File: src/rtl/victim_pkg.sv
package victim_pkg;
  localparam int WAYS  = 8;
  localparam int IDX_W = $clog2(WAYS);

  // Commands from control to datapath: where each scan starts
  typedef struct packed {
    logic [IDX_W-1:0] rrStart;
    logic [IDX_W-1:0] rndStart;
  } scanCmd_t;

  // Result returned from datapath to control
  typedef struct packed {
    logic             hit;
    logic [IDX_W-1:0] idx;
  } grant_t;
endpackage

File: src/rtl/victim_ctrl.sv
module victim_ctrl
  import victim_pkg::*;
#(
  parameter int NUM_WAYS = victim_pkg::WAYS,
  parameter int LFSR_W   = 16,
  parameter logic [LFSR_W-1:0] LFSR_POLY = 16'hB400,
  parameter logic [LFSR_W-1:0] LFSR_SEED = 16'hACE1
) (
  input  logic     clk,
  input  logic     rstN,
  input  logic     allocStrobe,
  input  grant_t   grant,
  output scanCmd_t cmd
);
  localparam logic [IDX_W-1:0] LAST_WAY = IDX_W'(NUM_WAYS - 1);

  logic [IDX_W-1:0]  rrPtr;
  logic [LFSR_W-1:0] lfsr;

  // Pointer holds the last committed pick
  always_ff @(posedge clk) begin
    if (!rstN) begin
      rrPtr <= LAST_WAY;
    end else if (allocStrobe && grant.hit) begin
      rrPtr <= grant.idx;
    end
  end

  // Free-running Galois LFSR
  always_ff @(posedge clk) begin
    if (!rstN) begin
      lfsr <= LFSR_SEED;
    end else begin
      lfsr <= (lfsr >> 1) ^ (lfsr[0] ? LFSR_POLY : '0);
    end
  end

  always_comb begin
    cmd.rrStart  = (rrPtr == LAST_WAY) ? '0 : rrPtr + 1'b1;
    cmd.rndStart = IDX_W'(lfsr % LFSR_W'(NUM_WAYS));
  end
endmodule

File: src/rtl/victim_datapath.sv
module victim_datapath
  import victim_pkg::*;
#(
  parameter int NUM_WAYS = victim_pkg::WAYS
) (
  input  logic                strategyRandom,
  input  logic                accessInstr,
  input  logic [NUM_WAYS-1:0] validBits,
  input  logic [NUM_WAYS-1:0] lineLockBits,
  input  logic [NUM_WAYS-1:0] dataWayLock,
  input  logic [NUM_WAYS-1:0] instrWayLock,
  input  scanCmd_t            cmd,
  output grant_t              grant
);
  logic [NUM_WAYS-1:0] eligible;
  logic [NUM_WAYS-1:0] freeVec;

  for (genvar w = 0; w < NUM_WAYS; w++) begin : g_way
    logic maskBit;
    assign maskBit     = accessInstr ? instrWayLock[w] : dataWayLock[w];
    assign eligible[w] = ~(lineLockBits[w] | maskBit);
    assign freeVec[w]  = eligible[w] & ~validBits[w];
  end

  logic             freeHit;
  logic [IDX_W-1:0] freeIdx;

  // Lowest-numbered free eligible way
  always_comb begin
    freeHit = 1'b0;
    freeIdx = '0;
    for (int i = NUM_WAYS - 1; i >= 0; i--) begin
      if (freeVec[i]) begin
        freeHit = 1'b1;
        freeIdx = IDX_W'(i);
      end
    end
  end

  logic [IDX_W-1:0] scanStart;
  logic             scanHit;
  logic [IDX_W-1:0] scanIdx;
  int               pos;

  assign scanStart = strategyRandom ? cmd.rndStart : cmd.rrStart;

  // First eligible way at or after scanStart, wrapping
  always_comb begin
    scanHit = 1'b0;
    scanIdx = '0;
    pos     = 0;
    for (int k = 0; k < NUM_WAYS; k++) begin
      pos = int'(scanStart) + k;
      if (pos >= NUM_WAYS) pos = pos - NUM_WAYS;
      if (!scanHit && eligible[pos]) begin
        scanHit = 1'b1;
        scanIdx = IDX_W'(pos);
      end
    end
  end

  always_comb begin
    if (freeHit) begin
      grant.hit = 1'b1;
      grant.idx = freeIdx;
    end else begin
      grant.hit = scanHit;
      grant.idx = scanHit ? scanIdx : '0;
    end
  end
endmodule

File: src/rtl/cache_victim_sel.sv
module cache_victim_sel
  import victim_pkg::*;
#(
  parameter int NUM_WAYS = victim_pkg::WAYS
) (
  input  logic                clk,
  input  logic                rstN,
  input  logic                allocStrobe,
  input  logic                strategyRandom,
  input  logic                accessInstr,
  input  logic [NUM_WAYS-1:0] validBits,
  input  logic [NUM_WAYS-1:0] lineLockBits,
  input  logic [NUM_WAYS-1:0] dataWayLock,
  input  logic [NUM_WAYS-1:0] instrWayLock,
  output logic [NUM_WAYS-1:0] victimOneHot,
  output logic [IDX_W-1:0]    victimIdx,
  output logic                noVictim
);
  scanCmd_t cmd;
  grant_t   grant;

  victim_ctrl #(.NUM_WAYS(NUM_WAYS)) u_ctrl (
    .clk        (clk),
    .rstN       (rstN),
    .allocStrobe(allocStrobe),
    .grant      (grant),
    .cmd        (cmd)
  );

  victim_datapath #(.NUM_WAYS(NUM_WAYS)) u_dp (
    .strategyRandom(strategyRandom),
    .accessInstr   (accessInstr),
    .validBits     (validBits),
    .lineLockBits  (lineLockBits),
    .dataWayLock   (dataWayLock),
    .instrWayLock  (instrWayLock),
    .cmd           (cmd),
    .grant         (grant)
  );

  assign victimOneHot = grant.hit ? (NUM_WAYS'(1) << grant.idx) : '0;
  assign victimIdx    = grant.idx;
  assign noVictim     = ~grant.hit;
endmodule

File: config.mk
export PLATFORM = sky130hd
export DESIGN_NAME = cache_victim_sel
export DESIGN_NICKNAME = d
export VERILOG_FILES = /design/src/rtl/victim_pkg.sv /design/src/rtl/victim_ctrl.sv /design/src/rtl/victim_datapath.sv /design/src/rtl/cache_victim_sel.sv
export SDC_FILE = /design/constraint.sdc
export NUM_CORES = 1
export LEC_CHECK = 0
export CORE_MARGIN = 4
export CORE_UTILIZATION = 45
export DETAILED_ROUTE_END_ITERATION = 8
export MAX_ROUTING_LAYER = met4
export PLACE_DENSITY = 0.8
export SLEW_MARGIN = 20
export SYNTH_ARGS = -nofsm -noshare
export SYNTH_HDL_FRONTEND = slang
export SYNTH_HIERARCHICAL = 1
export SYNTH_SLANG_ARGS = --single-unit
File: constraint.sdc
create_clock -name clk -period 11.9 [get_ports clk]
set_clock_uncertainty 0.2 [all_clocks]
set_input_delay 2.38 -clock clk [delete_from_list [all_inputs] [get_ports clk]]
set_output_delay 2.38 -clock clk [all_outputs]
set_load 0.05 [all_outputs]
# Word level (Yosys, flattened, before mapping)
# Cells that the tools add are included.
# totals
reg_bits,19
inputBits,37
output_inout_bits,12
elab_cells,163
# classes
n_addsub,16
order_cmp,16
n_eq_ne,1
shift,1
muxes,78
bitwise_logic,34
n_reduce_logical,15
# op_table
cell,count
32-bit by 5-bit < comparator with 1-bit output (second input constant),8
32-bit two-way mux,8
32-bit by 5-bit greater-or-equal comparator with 1-bit output (second input constant),7
32-bit by 5-bit subtractor with 32-bit output (second input constant),7
3-bit two-way mux,19
1-bit two-way mux,40
1-bit binary-select mux with 3-bit select,8
1-bit inverter,17
3-bit by 3-bit adder with 4-bit output (second input constant),4
16-bit two-way mux,1
15-bit by 16-bit bitwise XOR with 16-bit output,1
3-bit by 2-bit adder with 4-bit output (second input constant),2
1-bit AND,8
1-bit logical AND,8
8-bit two-way mux,1
1-bit bitwise OR,8
1-bit by 3-bit left shift with 8-bit output (first input constant),1
1-bit zero test,7
3-bit by 4-bit subtractor with 5-bit output (second input constant),1
3-bit by 1-bit adder with 4-bit output (second input constant),1
3-bit by 4-bit greater-or-equal comparator with 1-bit output (second input constant),1
4-bit two-way mux,1
3-bit by 1-bit adder with 3-bit output (second input constant),1
3-bit == test (second input constant),1

# Longest topological paths before layout
# logic_depth
ltp_word,34
mapped_depth,17
mapped_depth_nobuf,16

# Modules after synthesis
# The synthesis kept the hierarchy.
# by_module_without_submodules
module,instances,cells_per_inst,area_per_inst_um2,seq_area_each_um2
victim_datapath,1,144,1088.5,0.0
victim_ctrl,1,56,628.1,380.4
cache_victim_sel,1,9,98.8,0.0

# Worst setup path after synthesis
# Ideal clock, no wire load.
# synth_path
path_type,input port to output port
startpoint,input port strategyRandom
endpoint,output port victimOneHot[0]
t_arrival_ns,6.144
slack_ns,3.176
path_stages,13
path_buffers,2
path_cell_list,mux2i_2 -> buf_6 -> ha_1 -> buf_2 -> nor4b_1 -> nor4_4 -> nor2_2 -> nor2_2 -> and4_4 -> nand2_4 -> or3_4 -> a31o_1 -> nor4b_2
# synth_lines
item,line,text
start: declaration,cache_victim_sel.sv:9,"input logic strategyRandom,"
end: declaration,cache_victim_sel.sv:15,"output logic [NUM_WAYS-1:0] victimOneHot,"

==> reports/metrics.cfg <==
[run_status]
status = finished, final reports clean

[sta]
min_period_ps = 10010
max_slew_margin = 0.3585
finalSetupTns_ps = 0
setup_viol = 0
min_period_over_period = 0.8415
finalMaxSlewViolations = 0
finalHoldViolCount = 0
rsz0062_at_grt = no
tightest_slew_ps = 943.6
fmax_mhz = 99.86

[global_routing]
grt.total_usage = 0.1827
grt-ovfl-total = 0
grt_pass1_wl_mm = 7.534
antenna_found_initial = 0
grt_max_degree = 20
grt_pass1_vias = 1629

[synth]
syn_area_per_cell_um2 = 8.687
synth_cell_type_count = 65
syn_area_um2 = 1815
synth-edff-count = 0
ys_warn_count = 6
syn_nets = 250
yosysMostFrequentCell = dfxtp_1
synth.top_cells.by_count = dfxtp_1 (19), nor2_1 (15), nand2_1 (11)
synth_seq_cells = 19
yosysSeqAreaShare = 0.2095
synth_top_cell_area_share = 0.2095
yosys.area.top_type = dfxtp_1
synth_area_leaders = dfxtp_1 (21%), mux2i_1 (5.0%), and2_1 (3.1%), nor2_1 (3.1%), mux4_1 (2.9%)
synth-async-reset-ratio = 0
ys.flop_type = dfxtp_1
synth_cells = 209

[critical_path]
cp_cell_sequence = clkdlybuf4s50_1 -> mux2i_2 -> ha_1 -> nor4b_1 -> nor4_4 -> nor2_2 -> nor2_2 -> and4_4 -> nand2_4 -> or3_4 -> a31o_1 -> nor4b_2 -> clkdlybuf4s50_1
path_max_fanout = 14
slowest_delay_ps = 870
start_kind = input pin
critPathBufInv = 2
cp_top_family = simple AND/OR/NAND/NOR gates
critPathKind = in -> out
end_kind = output pin
slowest_stage = clkdlybuf4s50_1
crit_required_ps = 9320
cp.arrival_ps = 7430

[route]
drt_iter0_drc = 155
drt-total-wl_mm = 4.660
viasPerCell = 5.977
first_pass_iters = 5
routedWlPerCell_um = 15.53
drtAntennaViolNets = 0
vias = 1793
remaining_drc_errors = 0

[clock_tree]
postCtsResizedCells = 0
htree_levels = 1
clk_latency_ps = 250
clkTransAtPathRegs_ps = 70
cts_buffers = 3
clk_path_buf_depth = 2
cts_hold_buf = 0
postCtsSetupBuffers = 0
cts.sinks = 19
cts_tree = built
cts_root_buf = clkbuf_8

[floorplanning]
io-pin-count = 49
dieArea_um2 = 5114
die_h_um = 71.52
fp.dieW_um = 71.52
num_rows = 22
start_util = 0.4814
fp.coreArea_um2 = 3771

[layout]
drive_above_1_share = 0.1270
final_core_util = 0.6188
fill_cells = 328
stdcell_count = 300
synthToLayoutAreaGrowth_pct = 28.53
antenna-diode-count = 0
finalInstanceArea_um2 = 2333
regArea_um2 = 380.4
layout.nets = 294
multi_input_area_um2 = 1333

[place]
place.gp.congestion = 0.9578
postPlaceCellArea_um2 = 2287
dp_hpwl_mm = 3.740
dp_cells = 296
io_buffer_count = 48

[power_and_ir_drop]
peakVddDrop_v = 0.0001365
leakagePower_nw = 0.9241
power.density_nw_per_um2 = 209.8

[hold_path]
hold_class = reg -> reg

[job]
max-cap-violations = 0

==> state kept, by name, summed over array words and instances, names as in the netlist <==
register,count
u_ctrl/lfsr,16
u_ctrl/rrPtr,3
==> report_power, final <==
part	switching [W]	internal (W)
logic	0.000224	0.000149
clock network	0.0000198	0.0000232
registers	0.00000337	0.0000705
==> placed cells by master, fill, tap and decap left out, types with 3 or more instances in the layout <==
cell              n
nor2b_1           7
mux2i_1           9
nor2_2            3
clkbuf_8          3
nor2_1           15
ha_1              4
dfxtp_1          19
o211ai_1          5
inv_1             7
or2_2             4
or2b_1            7
nand2b_1          6
nor4_1            3
and2_1            9
o22ai_1           7
nand2_1          11
xnor2_1           4
clkdlybuf4s50_1  48
nor3_1            5
a21oi_1           6
nand3_1           4
o21ai_0           7
mux2_2            4
==> per-stage QoR <==
| stage | total power (W) | hold slack [ps] | worst slack [ps] |
|---|---|---|---|
| 6_report | 0.0004896 | 212.2 | 1886 |
| 5_1_grt | 0.0005168 | 219.6 | 1646 |
| 4_1_cts | 0.0004865 | 211.6 | 1910 |
| 3_5_place_dp | 0.0004432 | 195.4 | 1910 |
| 3_3_place_gp | 0.0004379 | 188.3 | 2101 |
| 2_1_floorplan | 0.0003568 | 184.6 | 3176 |
==> routing by layer <==
metal,GRT usage,share of wire,vias up
met5,-,0,-
met1,0.2498,0.45,834
met4,0.04384,0.023,0
li1,-,-,870
met3,0.01403,0.056,16
met2,0.2929,0.47,73
==> final cells by class <==
type | count | area share
clock inverter | 1 | 0.002145
multi-input combinational | 172 | 0.5710
inverter | 9 | 0.01448
timing repair buffer | 48 | 0.2059
tap | 48 | 0.02574
clock buffer | 3 | 0.01769
sequential | 19 | 0.1630
==> cell families (layout without fill, tap and decap cells) <==
kind of cell               after synthesis  count (layout)  synth area share
AOI/OAI and AO/OA                       52              52            0.2040
and+or+nand+nor                         90              90            0.3177
xor gates and xnor gates                 6               6           0.02895
DFF                                     19              19            0.2095
muxes                                   20              20            0.1558
buffers and inverters                   18              61           0.05651
adders and majority gates                4               4           0.02757
==> worst paths after layout <==
kind	from	end	slack [ps]	cells past startpoint
setup / recovery	strategyRandom	victimOneHot[0]	1890	13
hold / removal	u_ctrl/lfsr[6]	u_ctrl/lfsr[5]	210	1
setup reg to reg	u_ctrl/rrPtr[0]	u_ctrl/rrPtr[0]	7450	15
hold reg to reg	u_ctrl/lfsr[6]	u_ctrl/lfsr[5]	210	1
No activity file was read; power rests on OpenSTA's default activity.
